===== src/rtl/ixp_pkg.sv =====
package ixp_pkg;

  localparam int EXT_W    = 80;
  localparam int EXP_W    = 15;
  localparam int SIG_W    = 64;
  localparam int EXP_BIAS = 16383;

  typedef enum logic [1:0] {
    W_NONE = 2'd0,
    W_16   = 2'd1,
    W_32   = 2'd2,
    W_64   = 2'd3
  } src_width_e;

  typedef struct packed {
    logic             sign;
    logic [EXP_W-1:0] exp;
    logic [SIG_W-1:0] sig;
  } ext80_t;

  // Number of zero bits above the most significant one; 64 for zero.
  function automatic logic [6:0] lead_zeros(input logic [SIG_W-1:0] mag);
    logic [6:0] n;
    n = 7'd64;
    for (int i = 0; i < SIG_W; i++) begin
      if (mag[i]) n = 7'(SIG_W - 1 - i);
    end
    return n;
  endfunction

  // Exact conversion of a 64-bit signed value into the extended format.
  function automatic ext80_t to_ext80(input logic [SIG_W-1:0] sval);
    ext80_t           r;
    logic             neg;
    logic [SIG_W-1:0] mag;
    logic [6:0]       lz;
    neg = sval[SIG_W-1];
    mag = neg ? (~sval + 1'b1) : sval;
    lz  = lead_zeros(mag);
    if (mag == '0) begin
      r = '0;
    end else begin
      r.sign = neg;
      r.exp  = EXP_W'(EXP_BIAS + SIG_W - 1) - EXP_W'(lz);
      r.sig  = mag << lz;
    end
    return r;
  endfunction

endpackage


===== src/rtl/ixp_width_dec.sv =====
module ixp_width_dec
  import ixp_pkg::*;
#(
  parameter logic [7:0] OPC_WORD_QUAD = 8'hDF,
  parameter logic [7:0] OPC_DWORD     = 8'hDB,
  parameter logic [2:0] REG_SHORT     = 3'd0,
  parameter logic [2:0] REG_QUAD      = 3'd5
) (
  input  logic [7:0] op_byte,
  input  logic [2:0] op_reg,
  output src_width_e wsel
);

  always_comb begin
    wsel = W_NONE;
    if (op_byte == OPC_WORD_QUAD && op_reg == REG_SHORT) wsel = W_16;
    else if (op_byte == OPC_DWORD && op_reg == REG_SHORT) wsel = W_32;
    else if (op_byte == OPC_WORD_QUAD && op_reg == REG_QUAD) wsel = W_64;
  end

endmodule


===== src/rtl/ixp_normalize.sv =====
module ixp_normalize
  import ixp_pkg::*;
#(
  parameter int DATA_W = 64
) (
  input  src_width_e        wsel,
  input  logic [DATA_W-1:0] raw,
  output ext80_t            result
);

  logic [DATA_W-1:0] sx;

  always_comb begin
    case (wsel)
      W_16:    sx = {{(DATA_W-16){raw[15]}}, raw[15:0]};
      W_32:    sx = {{(DATA_W-32){raw[31]}}, raw[31:0]};
      default: sx = raw;
    endcase
  end

  assign result = to_ext80(sx);

endmodule


===== src/rtl/ixp_stack.sv =====
module ixp_stack
  import ixp_pkg::*;
#(
  parameter int DEPTH = 8,
  localparam int PTR_W = $clog2(DEPTH)
) (
  input  logic             clk,
  input  logic             rst_n,
  input  logic             push_req,
  input  ext80_t           push_val,
  input  logic [PTR_W-1:0] rd_idx,
  output logic [PTR_W-1:0] top_ptr,
  output ext80_t           rd_val,
  output logic             rd_tag,
  output logic             push_ok,
  output logic             push_ovf
);

  logic [PTR_W-1:0] top_q;
  logic [PTR_W-1:0] next_idx;
  logic [PTR_W-1:0] rd_slot;
  logic [DEPTH-1:0] tag_vec;
  ext80_t           val_vec [DEPTH];

  assign next_idx = top_q - 1'b1;
  assign push_ovf = push_req &&  tag_vec[next_idx];
  assign push_ok  = push_req && !tag_vec[next_idx];

  always_ff @(posedge clk) begin
    if (!rst_n)       top_q <= '0;
    else if (push_ok) top_q <= next_idx;
  end

  for (genvar g = 0; g < DEPTH; g++) begin : g_slot
    logic   slot_tag;
    ext80_t slot_val;
    always_ff @(posedge clk) begin
      if (!rst_n) begin
        slot_tag <= 1'b0;
        slot_val <= '0;
      end else if (push_ok && next_idx == PTR_W'(g)) begin
        slot_tag <= 1'b1;
        slot_val <= push_val;
      end
    end
    assign tag_vec[g] = slot_tag;
    assign val_vec[g] = slot_val;
  end

  assign rd_slot = top_q + rd_idx;
  assign rd_val  = val_vec[rd_slot];
  assign rd_tag  = tag_vec[rd_slot];
  assign top_ptr = top_q;

endmodule


===== src/rtl/ixp_loader.sv =====
module ixp_loader
  import ixp_pkg::*;
#(
  parameter int DATA_W = 64,
  parameter int DEPTH  = 8,
  localparam int PTR_W = $clog2(DEPTH)
) (
  input  logic              clk,
  input  logic              rst_n,
  input  logic              op_valid,
  input  logic [7:0]        op_byte,
  input  logic [2:0]        op_reg,
  input  logic [DATA_W-1:0] op_data,
  input  logic [PTR_W-1:0]  rd_idx,
  output logic              done,
  output logic              stack_fault,
  output logic [PTR_W-1:0]  top_ptr,
  output logic [EXT_W-1:0]  st_value,
  output logic              st_valid
);

  src_width_e       wsel;
  ext80_t           cvt;
  ext80_t           rd_val;
  logic             acc_fire;
  logic             push_hit;
  logic             ovf_hit;
  logic [EXT_W-1:0] cvt_word;
  logic             done_q;
  logic             fault_q;

  ixp_width_dec u_dec (
    .op_byte (op_byte),
    .op_reg  (op_reg),
    .wsel    (wsel)
  );

  ixp_normalize #(.DATA_W(DATA_W)) u_norm (
    .wsel   (wsel),
    .raw    (op_data),
    .result (cvt)
  );

  assign acc_fire = op_valid && (wsel != W_NONE);
  assign cvt_word = cvt;

  ixp_stack #(.DEPTH(DEPTH)) u_stack (
    .clk      (clk),
    .rst_n    (rst_n),
    .push_req (acc_fire),
    .push_val (cvt),
    .rd_idx   (rd_idx),
    .top_ptr  (top_ptr),
    .rd_val   (rd_val),
    .rd_tag   (st_valid),
    .push_ok  (push_hit),
    .push_ovf (ovf_hit)
  );

  always_ff @(posedge clk) begin
    if (!rst_n) begin
      done_q  <= 1'b0;
      fault_q <= 1'b0;
    end else begin
      done_q  <= push_hit;
      fault_q <= ovf_hit;
    end
  end

  assign done        = done_q;
  assign stack_fault = fault_q;
  assign st_value    = rd_val;

endmodule


===== config.mk =====
export PLATFORM = sky130hd
export DESIGN_NAME = ixp_loader
export DESIGN_NICKNAME = d
export VERILOG_FILES = /design/src/rtl/ixp_pkg.sv /design/src/rtl/ixp_width_dec.sv /design/src/rtl/ixp_normalize.sv /design/src/rtl/ixp_stack.sv /design/src/rtl/ixp_loader.sv
export SDC_FILE = /design/constraint.sdc
export NUM_CORES = 2
export LEC_CHECK = 0
export CORE_UTILIZATION = 55
export CTS_CLUSTER_DIAMETER = 30
export CTS_CLUSTER_SIZE = 16
export DETAILED_ROUTE_END_ITERATION = 8
export PLACE_DENSITY = 0.83
export SYNTH_ARGS = -nofsm -noshare
export SYNTH_HDL_FRONTEND = slang
export SYNTH_SLANG_ARGS = --single-unit

===== constraint.sdc =====
create_clock -name clk -period 7.43 [get_ports clk]
set_input_delay 1.1145 -clock clk [delete_from_list [all_inputs] [get_ports clk]]
set_output_delay 1.1145 -clock clk [all_outputs]
set_load 0.005 [all_outputs]

Word-level counts from Yosys, hierarchy flattened
Cells that the tools add are included.
{"block": "word_totals", "reg_bits": 653, "inputBits": 81, "wordCells": 153}
{"block": "op_classes", "add_sub_neg": 4, "magnitude_cmp": 3, "n_eq_ne": 12, "n_shift": 1, "muxes": 77, "n_bitwise": 2, "reduce_logical": 19}
{"op": "two-way mux 7 bit", "count": 64}
{"op": "binary-select mux 80 bit (select 3 bit)", "count": 1}
{"op": "two-way mux 80 bit", "count": 3}
{"op": "one-hot mux 64 bit (2 select lines)", "count": 1}
{"op": "adder 64 x 1 -> 64 bit, second input constant", "count": 1}
{"op": "logical NOT 64 bit", "count": 1}
{"op": "two-way mux 64 bit", "count": 1}
{"op": "NOT 64 bit", "count": 1}
{"op": "<< shifter 64 x 7 -> 64 bit", "count": 1}
{"op": "equality test 8 bit, second input constant", "count": 2}
{"op": "equality test 3 bit, second input constant", "count": 5}
{"op": "subtractor 15 x 7 -> 15 bit, first input constant", "count": 1}
{"op": "logical AND 1 bit", "count": 14}
{"op": "less-than comparator 3 x 4 -> 1 bit, second input constant", "count": 2}
{"op": "binary-select mux 1 bit (select 3 bit)", "count": 2}
{"op": "equality test 3 x 2 -> 1 bit, second input constant", "count": 2}
{"op": "logical NOT 3 bit", "count": 2}
{"op": "two-way mux 2 bit", "count": 3}
{"op": "greater-or-equal comparator 4 bit, second input constant", "count": 1}
{"op": "NOT 3 -> 4 bit", "count": 1}
{"op": "adder 3 bit", "count": 1}
{"op": "equality test 3 x 1 -> 1 bit, second input constant", "count": 1}
{"op": "subtractor 3 x 1 -> 3 bit, second input constant", "count": 1}
{"op": "equality test 2 x 1 -> 1 bit, second input constant", "count": 1}
{"op": "other kinds (4)", "count": 5}

Depth between registers and ports, before layout
{"block": "depth", "depth_word": 76, "depth_mapped": 35, "depth_no_buf": 25}

By module
From an unflattened synthesis, not the netlist that was laid out.
{"block": "hier_totals", "hier_cells": 4859, "area_unflattened_um2": 40400.0}
{"mod": "ixp_stack", "n_inst": 1, "cells_each": 3209, "area_per_inst_um2": 29991.3, "seq_area_each_um2": 13032.5}
{"mod": "ixp_normalize", "n_inst": 1, "cells_each": 1638, "area_per_inst_um2": 10289.9, "seq_area_each_um2": 0.0}
{"mod": "ixp_loader", "n_inst": 1, "cells_each": 5, "area_per_inst_um2": 60.1, "seq_area_each_um2": 40.0}
{"mod": "ixp_width_dec", "n_inst": 1, "cells_each": 7, "area_per_inst_um2": 58.8, "seq_area_each_um2": 0.0}

Worst setup path before layout
No wires, ideal clock.
{"block": "synth_timing", "path_type": "input to register", "from": "input op_byte[5]", "to": "register u_stack.g_slot[0].slot_val[70] in the netlist's numbering", "setup_ns": 0.128, "arrival_ns": 7.796, "t_required_ns": 7.302, "path_slack_ns": -0.494, "stages": 35, "n_path_buf": 11, "cell_sequence": "and4b_1 > clkbuf_1 > nand2_1 > or4b_2 > ha_1 > clkbuf_1 > nand2b_1 > nand2_1 > nor2_1 > clkbuf_1 > clkbuf_1 > buf_1 > clkbuf_1 > nor2_1 > xnor2_1 > a221oi_1 > o221a_2 > o211ai_1 > nand3_1 > nand2_1 > inv_1 > buf_2 > buf_2 > buf_2 > buf_2 > buf_2 > ha_1 > nand3_1 > nor2_1 > inv_1 > ha_1 > nand2_1 > nor2_1 > a21oi_1 > nor2_1"}
{"block": "synth_between", "elab_chain_cells": 74, "elab_cells_between_ends": 85, "cone_classes": "2 x add/sub; 4 x eq/ne; 70 x mux; 1 x bitwise; 8 x reduce/logical"}
{"item": "start: declaration", "line_no": "ixp_loader.sv:11", "rtl": "input logic [7:0] op_byte,"}
{"item": "equality test 8 bit", "line_no": "ixp_width_dec.sv:16, ixp_width_dec.sv:18"}
{"item": "logical AND 1 bit", "line_no": "ixp_width_dec.sv:18", "rtl": "else if (op_byte == OPC_WORD_QUAD && op_reg == REG_QUAD) wsel = W_64;"}
{"item": "two-way mux 2 bit", "line_no": "ixp_width_dec.sv:18"}
{"item": "two-way mux 2 bit", "line_no": "ixp_width_dec.sv:17", "rtl": "else if (op_byte == OPC_DWORD && op_reg == REG_SHORT) wsel = W_32;"}
{"item": "two-way mux 2 bit *", "line_no": "ixp_width_dec.sv:16", "rtl": "if (op_byte == OPC_WORD_QUAD && op_reg == REG_SHORT) wsel = W_16;"}
{"item": "equality test 2 bit or equality test 2 x 1 -> 1 bit (tied branches)", "line_no": "ixp_normalize.sv:14", "rtl": "case (wsel)"}
{"item": "one-hot mux 64 bit (2 select lines)", "line_no": "ixp_normalize.sv:14"}
{"item": "two-way mux 64 bit", "line_no": "ixp_pkg.sv:38", "rtl": "mag = neg ? (~sval + 1'b1) : sval;"}
{"item": "two-way mux 7 bit (64 in series)", "line_no": "ixp_pkg.sv:26", "rtl": "if (mag[i]) n = 7'(SIG_W - 1 - i);"}
{"item": "subtractor 15 x 7 -> 15 bit", "line_no": "ixp_pkg.sv:44", "rtl": "r.exp = EXP_W'(EXP_BIAS + SIG_W - 1) - EXP_W'(lz);"}
{"item": "two-way mux 80 bit", "line_no": "ixp_pkg.sv:40", "rtl": "if (mag == '0) begin"}
{"item": "end signal: assignment", "line_no": "ixp_stack.sv:43", "rtl": "slot_val <= push_val;"}
{"item": "end: declaration", "line_no": "ixp_stack.sv:36", "rtl": "ext80_t slot_val;"}
Mark *: on every way between the ends. The rest lies on a longest branch, timed or not.
A chain may end at the register's enable or synchronous reset.

Worst setup path in the final report
{"block": "layout_timing", "from": "input op_byte[6]", "to": "register u_stack.g_slot[7].slot_val[61] in the netlist's numbering"}
{"block": "layout_between", "elab_chain_cells": 74, "elab_cells_between_ends": 85, "cone_classes": "1 x add/sub; 4 x eq/ne; 1 x shift; 70 x mux; 1 x bitwise; 8 x reduce/logical"}
{"item": "equality test 8 bit", "line_no": "ixp_width_dec.sv:16, ixp_width_dec.sv:18"}
{"item": "logical AND 1 bit", "line_no": "ixp_width_dec.sv:18"}
{"item": "two-way mux 2 bit", "line_no": "ixp_width_dec.sv:18"}
{"item": "two-way mux 2 bit", "line_no": "ixp_width_dec.sv:17"}
{"item": "two-way mux 2 bit *", "line_no": "ixp_width_dec.sv:16"}
{"item": "equality test 2 bit or equality test 2 x 1 -> 1 bit (tied branches)", "line_no": "ixp_normalize.sv:14"}
{"item": "one-hot mux 64 bit (2 select lines)", "line_no": "ixp_normalize.sv:14"}
{"item": "two-way mux 64 bit", "line_no": "ixp_pkg.sv:38"}
{"item": "two-way mux 7 bit (64 in series)", "line_no": "ixp_pkg.sv:26"}
{"item": "<< shifter 64 x 7 -> 64 bit", "line_no": "ixp_pkg.sv:45", "rtl": "r.sig = mag << lz;"}
{"item": "two-way mux 80 bit", "line_no": "ixp_pkg.sv:40"}
{"item": "end signal: assignment", "line_no": "ixp_stack.sv:43"}
{"item": "end: declaration", "line_no": "ixp_stack.sv:36"}
Marked as above.

==> results.cfg <==
[placement]
hpwl_um = 92320
port-buffer-count = 166
dp_cells = 5698
dpl_cell_area_um2 = 42880
gp_congestion = 1.044

[floorplanning]
io-pin-count = 167
die_y_um = 257.9
die_w_um = 257.9
core_area_um2 = 64580
core.rowCount = 93
die_area_um2 = 66500
start_util = 0.5576

[layout]
drive_gt1_frac = 0.2637
stdcell_area_um2 = 46860
nNetsFinal = 5039
fin_cells = 5884
n_fill_cell = 4570
area_growth_syn_to_layout_pct = 30.14

[clock_network]
insertion_delay_ns = 0.67
cts_made_buffers = 96
root_buffer = clkbuf_16
cts_tree = built
clk_path_buf_depth = 3
cts.sinks = 637
path_clk_slew_ns = 0.06
htree_levels = 3

[global_routing]
track_usage = 0.4244
grt_overflow = 0
antenna_found_initial = 1
grt_first_pass_wirelength_um = 223900
grt_pass1_vias = 39572
grt_max_degree = 142

[timing]
slew_headroom = 0.1587
final_max_slew_viol_count = 0
fmax_ghz = 0.1365
final-hold-violation-count = 0
tns_ns = 0
setup_viol = 0
fin_crit_sh = 0.9861
worst_pin_slew_ns = 1.262
finalCriticalPeriod_ns = 7.327
clock_skew_ns = 0.05087

[worst_setup_path]
r2r_cells = 10
cpMostUsedCell = buf_4
cp_max_fo = 14
critPathSlowestCell = or4b_2
start_kind = input pin
crit_path_end_kind = register
cp.arrival_ns = 7.82
r2r_slack_ns = 2.64
crit_required_ns = 7.93
slowest_delay_ns = 0.70
r2r_end = u_stack.g_slot[2].slot_val[48]$_SDFFE_PN0P_
worst_r2r_startpoint = u_stack.top_ptr[0]$_SDFFE_PN0P_
critPathKind = input pin to register

[power]
leakagePower_nw = 17.64
pwr_density_cell_nw_per_um2 = 223.8
vdd_drop_max_uv = 251.2

[synthesis]
syn_nets = 4456
ys_warn_count = 0
avgSynthCellArea_um2 = 8.254
synth-seq-cells = 637
syn-cell-area_um2 = 36010
yosysSeqAreaShare = 0.3541
synth-edff-count = 0
synthCells = 4363
synthDistinctLibCells = 108
ys.flop_type = dfxtp_1
async_reset_ff_frac = 0

[route]
post_drt_wl_per_cell_um = 24.70
postRouteAntennaNets = 0
first_pass_iters = 9
via_per_inst = 6.903
vias = 40616
wirelength_um = 145400
drc = 0
drtIter0Drc = 6169

[job]
cap_violations = 0

[hold_path]
min_from = u_stack.g_slot[3].slot_val[12]$_SDFFE_PN0P_
hold_depth = 2
min_path_type = register to register
hold_end = u_stack.g_slot[3].slot_val[12]$_SDFFE_PN0P_

[run_status]
status = finished clean
metal layers:
layer  track usage  routed length (um)  vias to the layer above
li1              -                   -                    17416
met3        0.1052               16660                      798
met1        0.5159               52690                    19374
met2        0.6776               66420                     3026
met4        0.2608                9582                        2
met5             0                  10                        -
cell usage after synthesis, types with 27 or more instances:
master | n | area share
dfxtp_1 | 637 | 0.35
a21oi_1 | 616 | 0.086
nand2_1 | 563 | 0.059
o21ai_0 | 408 | 0.057
nor2_1 | 342 | 0.036
clkbuf_1 | 310 | 0.032
mux4_2 | 167 | 0.10
nand3_1 | 150 | 0.021
nor3_1 | 101 | 0.014
mux2_2 | 96 | 0.030
a211oi_1 | 63 | 0.013
mux2i_1 | 52 | 0.014
a31oi_1 | 49 | 0.0085
buf_1 | 49 | 0.0051
a22oi_1 | 48 | 0.010
o211ai_1 | 43 | 0.0090
o22ai_1 | 43 | 0.0075
buf_2 | 37 | 0.0051
and3_1 | 29 | 0.0050
nor4_1 | 29 | 0.0050
nand4_1 | 28 | 0.0049
o31ai_1 | 27 | 0.0056
registers in the layout (all words and copies together) (netlist names):
signal	cells
u_stack.g_slot.slot_val	624
u_stack.g_slot.slot_tag	8
done	1
u_stack.top_ptr	3
stack_fault	1
cells in the final DEF (no fill, tap or decap), types with 57 or more instances in the layout:
cell type        count
nor3_1              93
a211oi_1            57
mux2_2              96
clkbuf_16           98
nor2_1             334
mux4_2             167
nand2_1            549
o21ai_0            400
a21oi_1            609
clkdlybuf4s50_1    165
nand3_1            150
buf_4              703
dfxtp_1            637
timing repair:
item,in CTS,in global routing
setup buffers,1,4
hold buffers,0,0
setup endpoints to repair,271,435
gates resized for setup,18,79
pin swaps,2,7
metrics by stage:
| step | power, mW | utilization | hold slack, ns | setup WS (ns) |
|---|---|---|---|---|
| 2_1_floorplan | 4.479 | - | 0.4287 | 0.03222 |
| 3_3_place_gp | 5.557 | 0.6640 | 0.4371 | -0.7764 |
| 3_5_place_dp | 5.556 | 0.6640 | 0.4446 | -0.9301 |
| 4_1_cts | 10.34 | 0.7196 | 0.4526 | 0.02426 |
| 5_1_grt | 10.74 | 0.7256 | 0.4677 | -0.02906 |
| 6_report | 10.49 | 0.7257 | 0.4515 | 0.1030 |
power breakdown:
part           internal (mW)  switching (mW)  leakage (nW)
Sequential              3.42        0.000326          5.13
Combinational          0.928            1.31          10.8
Clock                   3.01            1.82          1.68
worst max-delay path, delay by kind of cell:
| family | cells | cell delay (ns) |
|---|---|---|
| buffers and inverters | 10 | 2.06 |
| and+or+nand+nor | 11 | 2.57 |
| AOI/OAI and AO/OA | 7 | 1.73 |
| adders and majority gates | 1 | 0.34 |
kinds of logic (layout without fill, tap and decap cells):
logic type | count (synthesis) | count (layout) | share of synthesized area
simple gates | 1381 | 1381 | 0.1725
fa+ha+maj | 12 | 12 | 0.004378
buf+inv | 427 | 1092 | 0.04805
other cells | 0 | 1 | 0
flops | 637 | 637 | 0.3541
compound gates | 1540 | 1540 | 0.2594
xor+xnor | 49 | 49 | 0.01192
mux | 317 | 317 | 0.1497
how the worst max path moves through the flow:
stage,slack [ns],startpoint,cells past startpoint,end
finish,0.10,op_byte[6],29,u_stack.g_slot[7].slot_val[61]$_SDFFE_PN0P_
CTS,0.02,op_byte[6],25,u_stack.g_slot[1].slot_val[46]$_SDFFE_PN0P_
global route,-0.03,op_byte[6],26,u_stack.g_slot[7].slot_val[61]$_SDFFE_PN0P_
detailed placement,-0.93,op_byte[6],28,u_stack.g_slot[6].slot_val[41]$_SDFFE_PN0P_
floorplan,0.03,op_byte[5],31,u_stack.g_slot[0].slot_val[70]$_SDFFE_PN0P_
global placement,-0.78,op_byte[6],25,u_stack.g_slot[6].slot_val[35]$_SDFFE_PN0P_
cell type report:
type / instances / area, um2 / share of cell area
diodes: 1 / 2.502 / 0.00005340
clock buffers: 116 / 2640 / 0.05633
clock inverters: 64 / 858.3 / 0.01832
inverters: 19 / 83.83 / 0.001789
multi-input cells: 3299 / 22070 / 0.4709
flip-flops and latches: 637 / 12750 / 0.2721
well taps: 855 / 1070 / 0.02283
repair buffers: 893 / 7390 / 0.1577
Note: power is estimated with default switching activity, not from simulation.
